<file path="config.mk">
export PLATFORM = sky130hd
export DESIGN_NAME = dio_port
export DESIGN_NICKNAME = d
export VERILOG_FILES = /design/src/rtl/dio_pkg.sv /design/src/rtl/dio_sync.sv /design/src/rtl/dio_regs.sv /design/src/rtl/dio_flags.sv /design/src/rtl/dio_port.sv
export SDC_FILE = /design/constraint.sdc
export NUM_CORES = 1
export LEC_CHECK = 0
export ABC_CLOCK_PERIOD_IN_PS = 1500
export BUFFER_PORTS_ARGS = -buffer_cell sky130_fd_sc_hd__buf_2
export CORE_ASPECT_RATIO = 0.75
export CORE_MARGIN = 10
export CORE_UTILIZATION = 53
export CTS_CLUSTER_DIAMETER = 80
export DETAILED_ROUTE_END_ITERATION = 6
export HOLD_SLACK_MARGIN = 0.08
export PLACE_DENSITY_LB_ADDON = 0.1
export SLEW_MARGIN = 20
export SYNTH_ARGS = -nofsm -noshare
export SYNTH_HDL_FRONTEND = slang
export SYNTH_HIERARCHICAL = 1
export SYNTH_SLANG_ARGS = --single-unit
</file>
<file path="constraint.sdc">
create_clock -name clk -period 1.5 [get_ports clk]
set_clock_uncertainty 0.05 [all_clocks]
set_input_delay 0.225 -clock clk [delete_from_list [all_inputs] [get_ports clk]]
set_output_delay 0.225 -clock clk [all_outputs]
set_load 0.05 [all_outputs]
</file>
<file path="src/rtl/dio_pkg.sv">
package dio_pkg;
  localparam int ADDR_W = 2;

  typedef enum logic [ADDR_W-1:0] {
    REG_DIR  = 2'd0,
    REG_DATA = 2'd1,
    REG_IEN  = 2'd2,
    REG_FLAG = 2'd3
  } reg_sel_e;
endpackage

</file>
<file path="src/rtl/dio_sync.sv">
module dio_sync #(
  parameter int WIDTH  = 8,
  parameter int STAGES = 2
) (
  input  logic             clk,
  input  logic             rst,
  input  logic [WIDTH-1:0] d_in,
  output logic [WIDTH-1:0] d_sync
);
  logic [WIDTH-1:0] stage_q [STAGES];

  generate
    for (genvar s = 0; s < STAGES; s++) begin : g_stage
      if (s == 0) begin : g_first
        always_ff @(posedge clk) begin
          if (rst) stage_q[s] <= '0;
          else     stage_q[s] <= d_in;
        end
      end else begin : g_next
        always_ff @(posedge clk) begin
          if (rst) stage_q[s] <= '0;
          else     stage_q[s] <= stage_q[s-1];
        end
      end
    end
  endgenerate

  assign d_sync = stage_q[STAGES-1];
endmodule

</file>
<file path="src/rtl/dio_regs.sv">
module dio_regs
  import dio_pkg::*;
#(
  parameter int NPINS = 8,
  parameter int DW    = 16
) (
  input  logic              clk,
  input  logic              rst,
  input  logic              bus_sel,
  input  logic              bus_wr,
  input  logic              bus_rd,
  input  logic [ADDR_W-1:0] bus_addr,
  input  logic [DW-1:0]     bus_wdata,
  output logic [DW-1:0]     bus_rdata,
  input  logic [NPINS-1:0]  pin_level,
  input  logic [NPINS-1:0]  flags,
  output logic [NPINS-1:0]  dir_q,
  output logic [NPINS-1:0]  out_q,
  output logic [NPINS-1:0]  ien_q
);
  localparam int PAD_W = DW - NPINS;

  logic             wr_en, rd_en;
  logic [NPINS-1:0] wbits;
  logic [NPINS-1:0] rd_bits;

  assign wr_en = bus_sel & bus_wr;
  assign rd_en = bus_sel & bus_rd;
  assign wbits = bus_wdata[NPINS-1:0];

  always_ff @(posedge clk) begin
    if (rst) begin
      dir_q <= '0;
      out_q <= '0;
      ien_q <= '0;
    end else if (wr_en) begin
      case (reg_sel_e'(bus_addr))
        REG_DIR:  dir_q <= wbits;
        REG_DATA: out_q <= (wbits & dir_q) | (out_q & ~dir_q);
        REG_IEN:  ien_q <= wbits;
        default:  ;
      endcase
    end
  end

  always_comb begin
    case (reg_sel_e'(bus_addr))
      REG_DIR:  rd_bits = dir_q;
      REG_DATA: rd_bits = (dir_q & out_q) | (~dir_q & pin_level);
      REG_FLAG: rd_bits = flags;
      default:  rd_bits = '0;
    endcase
  end

  always_ff @(posedge clk) begin
    if (rst)        bus_rdata <= '0;
    else if (rd_en) bus_rdata <= {{PAD_W{1'b0}}, rd_bits};
  end
endmodule

</file>
<file path="src/rtl/dio_flags.sv">
module dio_flags #(
  parameter int NPINS = 8
) (
  input  logic             clk,
  input  logic             rst,
  input  logic [NPINS-1:0] pin_level,
  input  logic [NPINS-1:0] dir_q,
  input  logic [NPINS-1:0] ien_q,
  input  logic             flag_rd,
  output logic [NPINS-1:0] change,
  output logic [NPINS-1:0] flag_q,
  output logic             irq_q
);
  logic [NPINS-1:0] last_q;
  logic [NPINS-1:0] flag_d;

  always_ff @(posedge clk) begin
    if (rst) last_q <= '0;
    else     last_q <= pin_level;
  end

  assign change = (pin_level ^ last_q) & ien_q & ~dir_q;
  assign flag_d = (flag_rd ? '0 : flag_q) | change;

  always_ff @(posedge clk) begin
    if (rst) begin
      flag_q <= '0;
      irq_q  <= 1'b0;
    end else begin
      flag_q <= flag_d;
      irq_q  <= |flag_d;
    end
  end
endmodule

</file>
<file path="src/rtl/dio_port.sv">
module dio_port
  import dio_pkg::*;
#(
  parameter int NPINS     = 8,
  parameter int DW        = 16,
  parameter int SYNC_STGS = 2
) (
  input  logic              clk,
  input  logic              rst,
  input  logic              bus_sel,
  input  logic              bus_wr,
  input  logic              bus_rd,
  input  logic [ADDR_W-1:0] bus_addr,
  input  logic [DW-1:0]     bus_wdata,
  output logic [DW-1:0]     bus_rdata,
  input  logic [NPINS-1:0]  pad_in,
  output logic [NPINS-1:0]  pad_out,
  output logic [NPINS-1:0]  pad_oe,
  output logic              irq_o
);
  logic [NPINS-1:0] pin_level;
  logic [NPINS-1:0] dir_q, out_q, ien_q;
  logic [NPINS-1:0] flag_q, change;
  logic             flag_rd;

  assign flag_rd = bus_sel & bus_rd & (bus_addr == REG_FLAG);

  dio_sync #(.WIDTH(NPINS), .STAGES(SYNC_STGS)) u_sync (
    .clk    (clk),
    .rst    (rst),
    .d_in   (pad_in),
    .d_sync (pin_level)
  );

  dio_regs #(.NPINS(NPINS), .DW(DW)) u_regs (
    .clk       (clk),
    .rst       (rst),
    .bus_sel   (bus_sel),
    .bus_wr    (bus_wr),
    .bus_rd    (bus_rd),
    .bus_addr  (bus_addr),
    .bus_wdata (bus_wdata),
    .bus_rdata (bus_rdata),
    .pin_level (pin_level),
    .flags     (flag_q),
    .dir_q     (dir_q),
    .out_q     (out_q),
    .ien_q     (ien_q)
  );

  dio_flags #(.NPINS(NPINS)) u_flags (
    .clk       (clk),
    .rst       (rst),
    .pin_level (pin_level),
    .dir_q     (dir_q),
    .ien_q     (ien_q),
    .flag_rd   (flag_rd),
    .change    (change),
    .flag_q    (flag_q),
    .irq_q     (irq_o)
  );

  assign pad_oe  = dir_q;
  assign pad_out = out_q;
endmodule

</file>
Word level (Yosys, flattened, before mapping)
Memories as Yosys holds them, arrays and structs flattened.
Cells that the tools add are included.
Widths: inputs -> output; s select.
{"block": "totals", "ff_bits": 49, "latchBits": 0, "mem_bits_rw": 16, "mem_bits_ro": 0, "input_bits": 31, "output_inout_bits": 33, "wordCells": 39, "memories": 1}
{"block": "op_classes", "n_addsub": 0, "n_mul": 0, "div": 0, "magnitude_cmp": 0, "n_eq_ne": 3, "shift": 0, "n_mux": 7, "n_bitwise": 16, "reduce_logical": 5}
{"name": "u_sync.stage_q", "words": 2, "width": 8, "read_ports": 2, "rd_clocked_by_memory_dff": 0, "wr": 2, "line": "dio_sync.sv:10", "rtl": "logic [WIDTH-1:0] stage_q [STAGES];"}
{"op": "$and 8x8->8", "n": 6}
{"op": "$mux 8", "n": 3}
{"op": "$or 8x8->8", "n": 3}
{"op": "$pmux 8 s3", "n": 1}
{"op": "$not 8->8", "n": 1}
{"op": "$reduce_or 8->1", "n": 1}
{"op": "$xor 8x8->8", "n": 1}
{"op": "$reduce_and 2->1", "n": 3}
{"op": "$eq 2x2->1 const B", "n": 2}
{"op": "$and 1x1->1", "n": 3}
{"op": "$mux 1", "n": 3}
{"op": "$eq 2x1->1 const B", "n": 1}
{"op": "$logic_not 2->1", "n": 1}
{"op": "$or 1x1->1", "n": 2}

Logic depth before layout (Yosys ltp)
An unclocked memory read counts as a cell.
{"block": "logic_depth", "ltp_word": 6, "ltp_mapped": 5, "ltp_nobuf": 4}

Hierarchy
The synthesis kept the hierarchy.
{"mod": "dio_regs", "instances": 1, "cells_per_inst": 174, "area_per_inst_um2": 1650.3, "seq_area_each_um2": 640.6}
{"mod": "dio_flags", "instances": 1, "cells_per_inst": 68, "area_per_inst_um2": 701.9, "seq_area_each_um2": 340.3}
{"mod": "dio_sync", "instances": 1, "cells_per_inst": 33, "area_per_inst_um2": 464.2, "seq_area_each_um2": 320.3}
{"mod": "dio_port", "instances": 1, "cells_per_inst": 1, "area_per_inst_um2": 8.8, "seq_area_each_um2": 0.0}

Worst setup path after synthesis
OpenSTA, ideal clock, no wires.
{"block": "synth_path", "path_type": "reg-to-reg", "start": "register u_regs.dir_q[6]", "end": "register u_flags.irq_q", "setup_ns": 0.147, "arrival_ns": 1.327, "required_time_ns": 1.303, "path_slack_ns": -0.025, "stages_incl_launch_ff": 4, "path_buffers": 0, "synth_period_minus_slack_ns": 1.525, "cell_sequence": "dfxtp_1 > nor3b_2 > a2111oi_0 > a41oi_1"}
{"block": "synth_via", "elab_chain_cells": 4}
{"element": "start: declaration", "line": "dio_regs.sv:17", "rtl": "output logic [NPINS-1:0] dir_q,"}
{"element": "start signal: assignment", "line": "dio_regs.sv:38", "rtl": "REG_DIR: dir_q <= wbits;"}
{"element": "$not 8->8", "line": "dio_flags.sv:22", "rtl": "assign change = (pin_level ^ last_q) & ien_q & ~dir_q;"}
{"element": "$and 8x8->8", "line": "dio_flags.sv:22"}
{"element": "via change[6]", "line": "dio_port.sv:23", "rtl": "logic [NPINS-1:0] flag_q, change;"}
{"element": "$or 8x8->8", "line": "dio_flags.sv:23", "rtl": "assign flag_d = (flag_rd ? '0 : flag_q) | change;"}
{"element": "$reduce_or 8->1", "line": "dio_flags.sv:31", "rtl": "irq_q <= |flag_d;"}
{"element": "end signal: assignment", "line": "dio_flags.sv:31"}
{"element": "end: declaration", "line": "dio_flags.sv:12", "rtl": "output logic irq_q"}
The timed path passes the listed nets, and every way through them passes these cells.
A chain may end at the register's enable or synchronous reset.

Final worst setup path
{"block": "layout_path", "start": "register u_regs.dir_q[5]", "end": "output port pad_oe[5]"}
{"element": "end: declaration", "line": "dio_port.sv:18", "rtl": "output logic [NPINS-1:0] pad_oe,"}
No word-level cell between the ends.

==> reports/qor_table.md <==
| Stage | Metric | Reported |
| --- | --- | --- |
| logic synthesis | Number of distinct standard cells referenced by the synthesized netlist | 35 |
| logic synthesis | Yosys top cell area share | 46.1% |
| logic synthesis | Cells after Synth | 276 |
| clock network | Root Buffer Master | sky130_fd_sc_hd__clkbuf_8 |
| clock network | Buffer count from post-CTS setup fixing | 0 |
| critical path | Startpoint class of the critical path | flop |
| timing | Number of setup violations in the final report | 0 |
| pwr | Internal Pwr Total | 2.97 mW |
| pwr | VDD IR max | 0.000591 V |
| critical path | List of cells traversed by the critical path | buf_2 |
| placed design | Setup WS pre-CTS | -83.0 ps |
| critical path | Required arrival time at the worst endpoint | 1220 ps |
| logic synthesis | Synth Area in Compound Gates | 16.8% |
| grt | Vias in the first global route | 2,265 |
| floorplanning | Starting Density | 56.1% |
| grt | Maximum number of pins on one net before global-route repair | 30 |
| critical path | Critical path type | reg2out |
| logic synthesis | Basic-gate share of the synthesized area counting and, or, nand and nor cells | 25.8% |
| placed design | Number of input and output port buffers inserted | 47 |
| logic synthesis | Synth Cell Area | 0.00283 mm^2 |
| timing | Setup repair after global routing missed its margin | false |
| critical path | Slowest stage cell on the critical path | sky130_fd_sc_hd__dfxtp_1 |
| placed design | Estimated wirelength of the detail-placed design | 4770 um |
| route | Routed wire length per instance | 15.8 um |
| timing | Hold Fails Final Rpt | 0 |
| pwr | Share of power burned in the clock network | 44.0% |
| logic synthesis | Main combinational cell family by area after synthesis | simple AND/OR/NAND/NOR gates |
| clock network | Latest clock arrival within the worst-skew pair | 340 ps |
| logic synthesis | Post-synthesis mux area share | 2.83% |
| grt | Global-route usage over all layers | 16.0% |
| timing | Portion of the clock cycle consumed by the worst path in the final layout | 94.3% |
| critical path | Crit path max fanout | 7 |
| pwr | Leakage power summed over all cells | 1.51 nW |
| logic synthesis | Synthesized area per cell | 10.2 um^2 |
| floorplanning | I/O pin count | 64 |
| pwr | Combinational fraction of design power | 9.4% |
| logic synthesis | Biggest area consumer among synthesized cells | sky130_fd_sc_hd__dfxtp_1 |
| timing | Post-route minimum period | 1410 ps |
| layout | Fill cells | 398 |
| logic synthesis | #FFs+latches synth | 65 |
| grt | Initial antenna violation count | 0 |
| hold path | Type of the tightest min-delay check | in2reg |
| floorplanning | Vertical extent of the die | 83.2 um |
| run status | Outcome | finished clean |
| critical path | Worst setup path startpoint | u_regs/dir_q[5]$_SDFFE_PP0P_ |
| timing | Post-layout worst setup margin | 86.1 ps |
| route | DRT Pass-1 Iters | 4 |
| pwr | Net Sw Frac | 22.6% |
| timing | Max Clk Rate | 0.707 GHz |
| logic synthesis | Share of the yosys chip area belonging to registers | 46.1% |
| critical path | Highest cell delay on the worst timing path | 480 ps |
| clock network | CTS tree | yes |
| layout | Count of inserted antenna diode cells | 0 |
| route | Total routed wirelength | 6830 um |
| logic synthesis | Number of warnings reported in the yosys synthesis log | 6 |
| grt | Total congestion overflow after global routing | 0 |
| route | Drt via density | 5.19 |
| grt | Wire length of the first global-routing pass | 11,400 um |
| floorplanning | FP Rows | 22 |
| critical path | Critical path arrival | 1140 ps |
| floorplanning | Core ar. | 0.00504 mm^2 |
| timing | Number of max-slew violations in the final report | 0 |
| critical path | Endpoint class of the critical path | output pin |
| logic synthesis | Cells taking the most area after synthesis | sky130_fd_sc_hd__dfxtp_1 46%, sky130_fd_sc_hd__and4bb_2 3.5%, sky130_fd_sc_hd__nor3b_2 3.5% |
| critical path | Buffers & Inverters on Critical Path | 1 |
| timing | Final setup TNS | 0 ps |
| job | Total of max-cap violations | 0 |
| layout | Layout cells sized above 1 | 37.3% |
| clock network | CTS buffer count | 9 |
| floorplanning | DIE AREA | 0.00868 mm^2 |
| logic synthesis | Post-synthesis share of cell area spent on full adders, half adders and majority gates | 0% |
| clock network | Max clock buf depth | 2 |
| route | Number of nets with antenna violations after detailed routing | 0 |
| route | Via Count | 2,235 |
| route | Post-route DRC | 0 |
| logic synthesis | Xor and xnor fraction of the mapped netlist area | 2.48% |
| route | Drt initial violations | 104 |
| clock network | Count of clock tree sinks | 65 |
| pwr | Cell area power density | 1070 mW/mm^2 |
| clock network | # H-tree levels | 3 |
| critical path | Launch instance of the worst register-to-register path | u_sync/stage_q[1][2]$_SDFF_PP0_ |
| layout | Layout Nets | 386 |
| layout | Area Overhead vs Synth | 27.2% |
| clock network | Clock-pin slew on the worst setup and hold paths | 70 ps |
| pwr | Flop pwr share | 46.6% |
| hold path | Hold wc startpoint | bus_wdata[6] |
| floorplanning | Die Span X | 104 um |
| critical path | Cell family with most CP delay | flip-flops |
| pwr | Total net switching power | 0.868 mW |
| placed design | RD Place Congestion | 0.795 |
[final cells by class]
class	instances	area [um^2]	share of cell area [%]
inverters	3	11.3	0.313
clock buffers	13	169	4.70
clock inverters	2	60.1	1.67
repair buffers	84	558	15.5
well taps	72	90.1	2.51
multi-input cells	192	1400	38.9
flip-flops and latches	65	1310	36.4
[cells in the final DEF, fill, tap and decap left out, types with 3 or more instances in the layout]
cell type	synthesis	routed
sky130_fd_sc_hd__a21oi_1	18	18
sky130_fd_sc_hd__a221oi_1	3	3
sky130_fd_sc_hd__a221oi_2	5	5
sky130_fd_sc_hd__a31oi_1	8	8
sky130_fd_sc_hd__a32oi_1	8	8
sky130_fd_sc_hd__a41o_1	8	8
sky130_fd_sc_hd__and2b_2	6	6
sky130_fd_sc_hd__and4bb_2	8	8
sky130_fd_sc_hd__buf_2	3	47
sky130_fd_sc_hd__buf_4	11	27
sky130_fd_sc_hd__clkbuf_8	0	12
sky130_fd_sc_hd__conb_1	1	8
sky130_fd_sc_hd__dfxtp_1	65	61
sky130_fd_sc_hd__dfxtp_2	0	4
sky130_fd_sc_hd__dlygate4sd3_1	0	8
sky130_fd_sc_hd__mux2i_1	8	8
sky130_fd_sc_hd__nand2_1	25	25
sky130_fd_sc_hd__nand2b_1	14	14
sky130_fd_sc_hd__nor2_1	20	20
sky130_fd_sc_hd__nor2b_1	15	15
sky130_fd_sc_hd__nor2b_2	7	7
sky130_fd_sc_hd__nor3b_2	8	8
sky130_fd_sc_hd__xnor2_1	8	7
[timing repair]
item,in CTS,in global routing
hold endpoints to repair,8,0
hold buffers,8,0
resized for setup,1,4
setup endpoints to repair,1,1
gates cloned,0,0
[logic make-up after synthesis]
kind of cell,Yosys count
XOR/XNOR,8
other,1
AO/OA/AOI/OAI,58
multiplexers,8
AND/OR/NAND/NOR,110
flip-flops,65
buffers and inverters,26
[cells in the mapped netlist, drive strengths merged]
cell and n:
a32oi 8, clkbuf 5, nor3b 8, a2111oi 4
and4 1, a41o 8, nand4b 1, or2b 2
buf 18, and4bb 9, nor2b 22, xnor2 8
dfxtp 65, inv 3, mux2i 8, nand2b 14
nor2 20, and4b 2, a21oi 20, a221oi 8
nand2 25, o211ai 1, a31oi 8, and2b 6
conb 1, a41oi 1
[path summary, 6_finish.rpt]
path,endpoint,slack [ps],depth (start not counted)
worst max-delay path,pad_oe[5],90,1
worst min-delay path,u_regs/ien_q[6]$_SDFFE_PP0P_,100,3
worst max register to register,u_flags/irq_q$_SDFF_PP0_,110,4
worst min register to register,u_sync/stage_q[1][6]$_SDFF_PP0_,390,1
[stage by stage]
step           area (um^2)  utilization (%)  power [mW]  instances  hold WS [ps]
6_report              3590             71.3        3.84        431           100
5_1_grt               3590             71.3        3.99        431           104
4_1_cts               3580             71.0        3.88        431          85.9
3_5_place_dp          3270             64.9        2.17        408           377
3_3_place_gp          3270             64.9        2.16        408           365
2_1_floorplan         2860                -        2.06        283           247
[power by group through the flow]
stage	Combinational [mW]	Clock, mW	Sequential [mW]
after floorplan	0.209	0	1.85
after global routing	0.388	1.81	1.79
after CTS	0.359	1.74	1.79
final	0.362	1.69	1.79
after global placement	0.338	0	1.83
after detailed placement	0.342	0	1.83
[routing by layer]
layer  up-vias  part of all wire (%)  global-route usage (%)
met2        57                    46                    25.6
met4         0                   1.2                    5.88
met5         -                     0                       0
met1      1041                    47                    19.3
met3         8                   6.0                    5.79
li1       1129                     -                       -
Note: power is estimated with default switching activity, not from simulation.
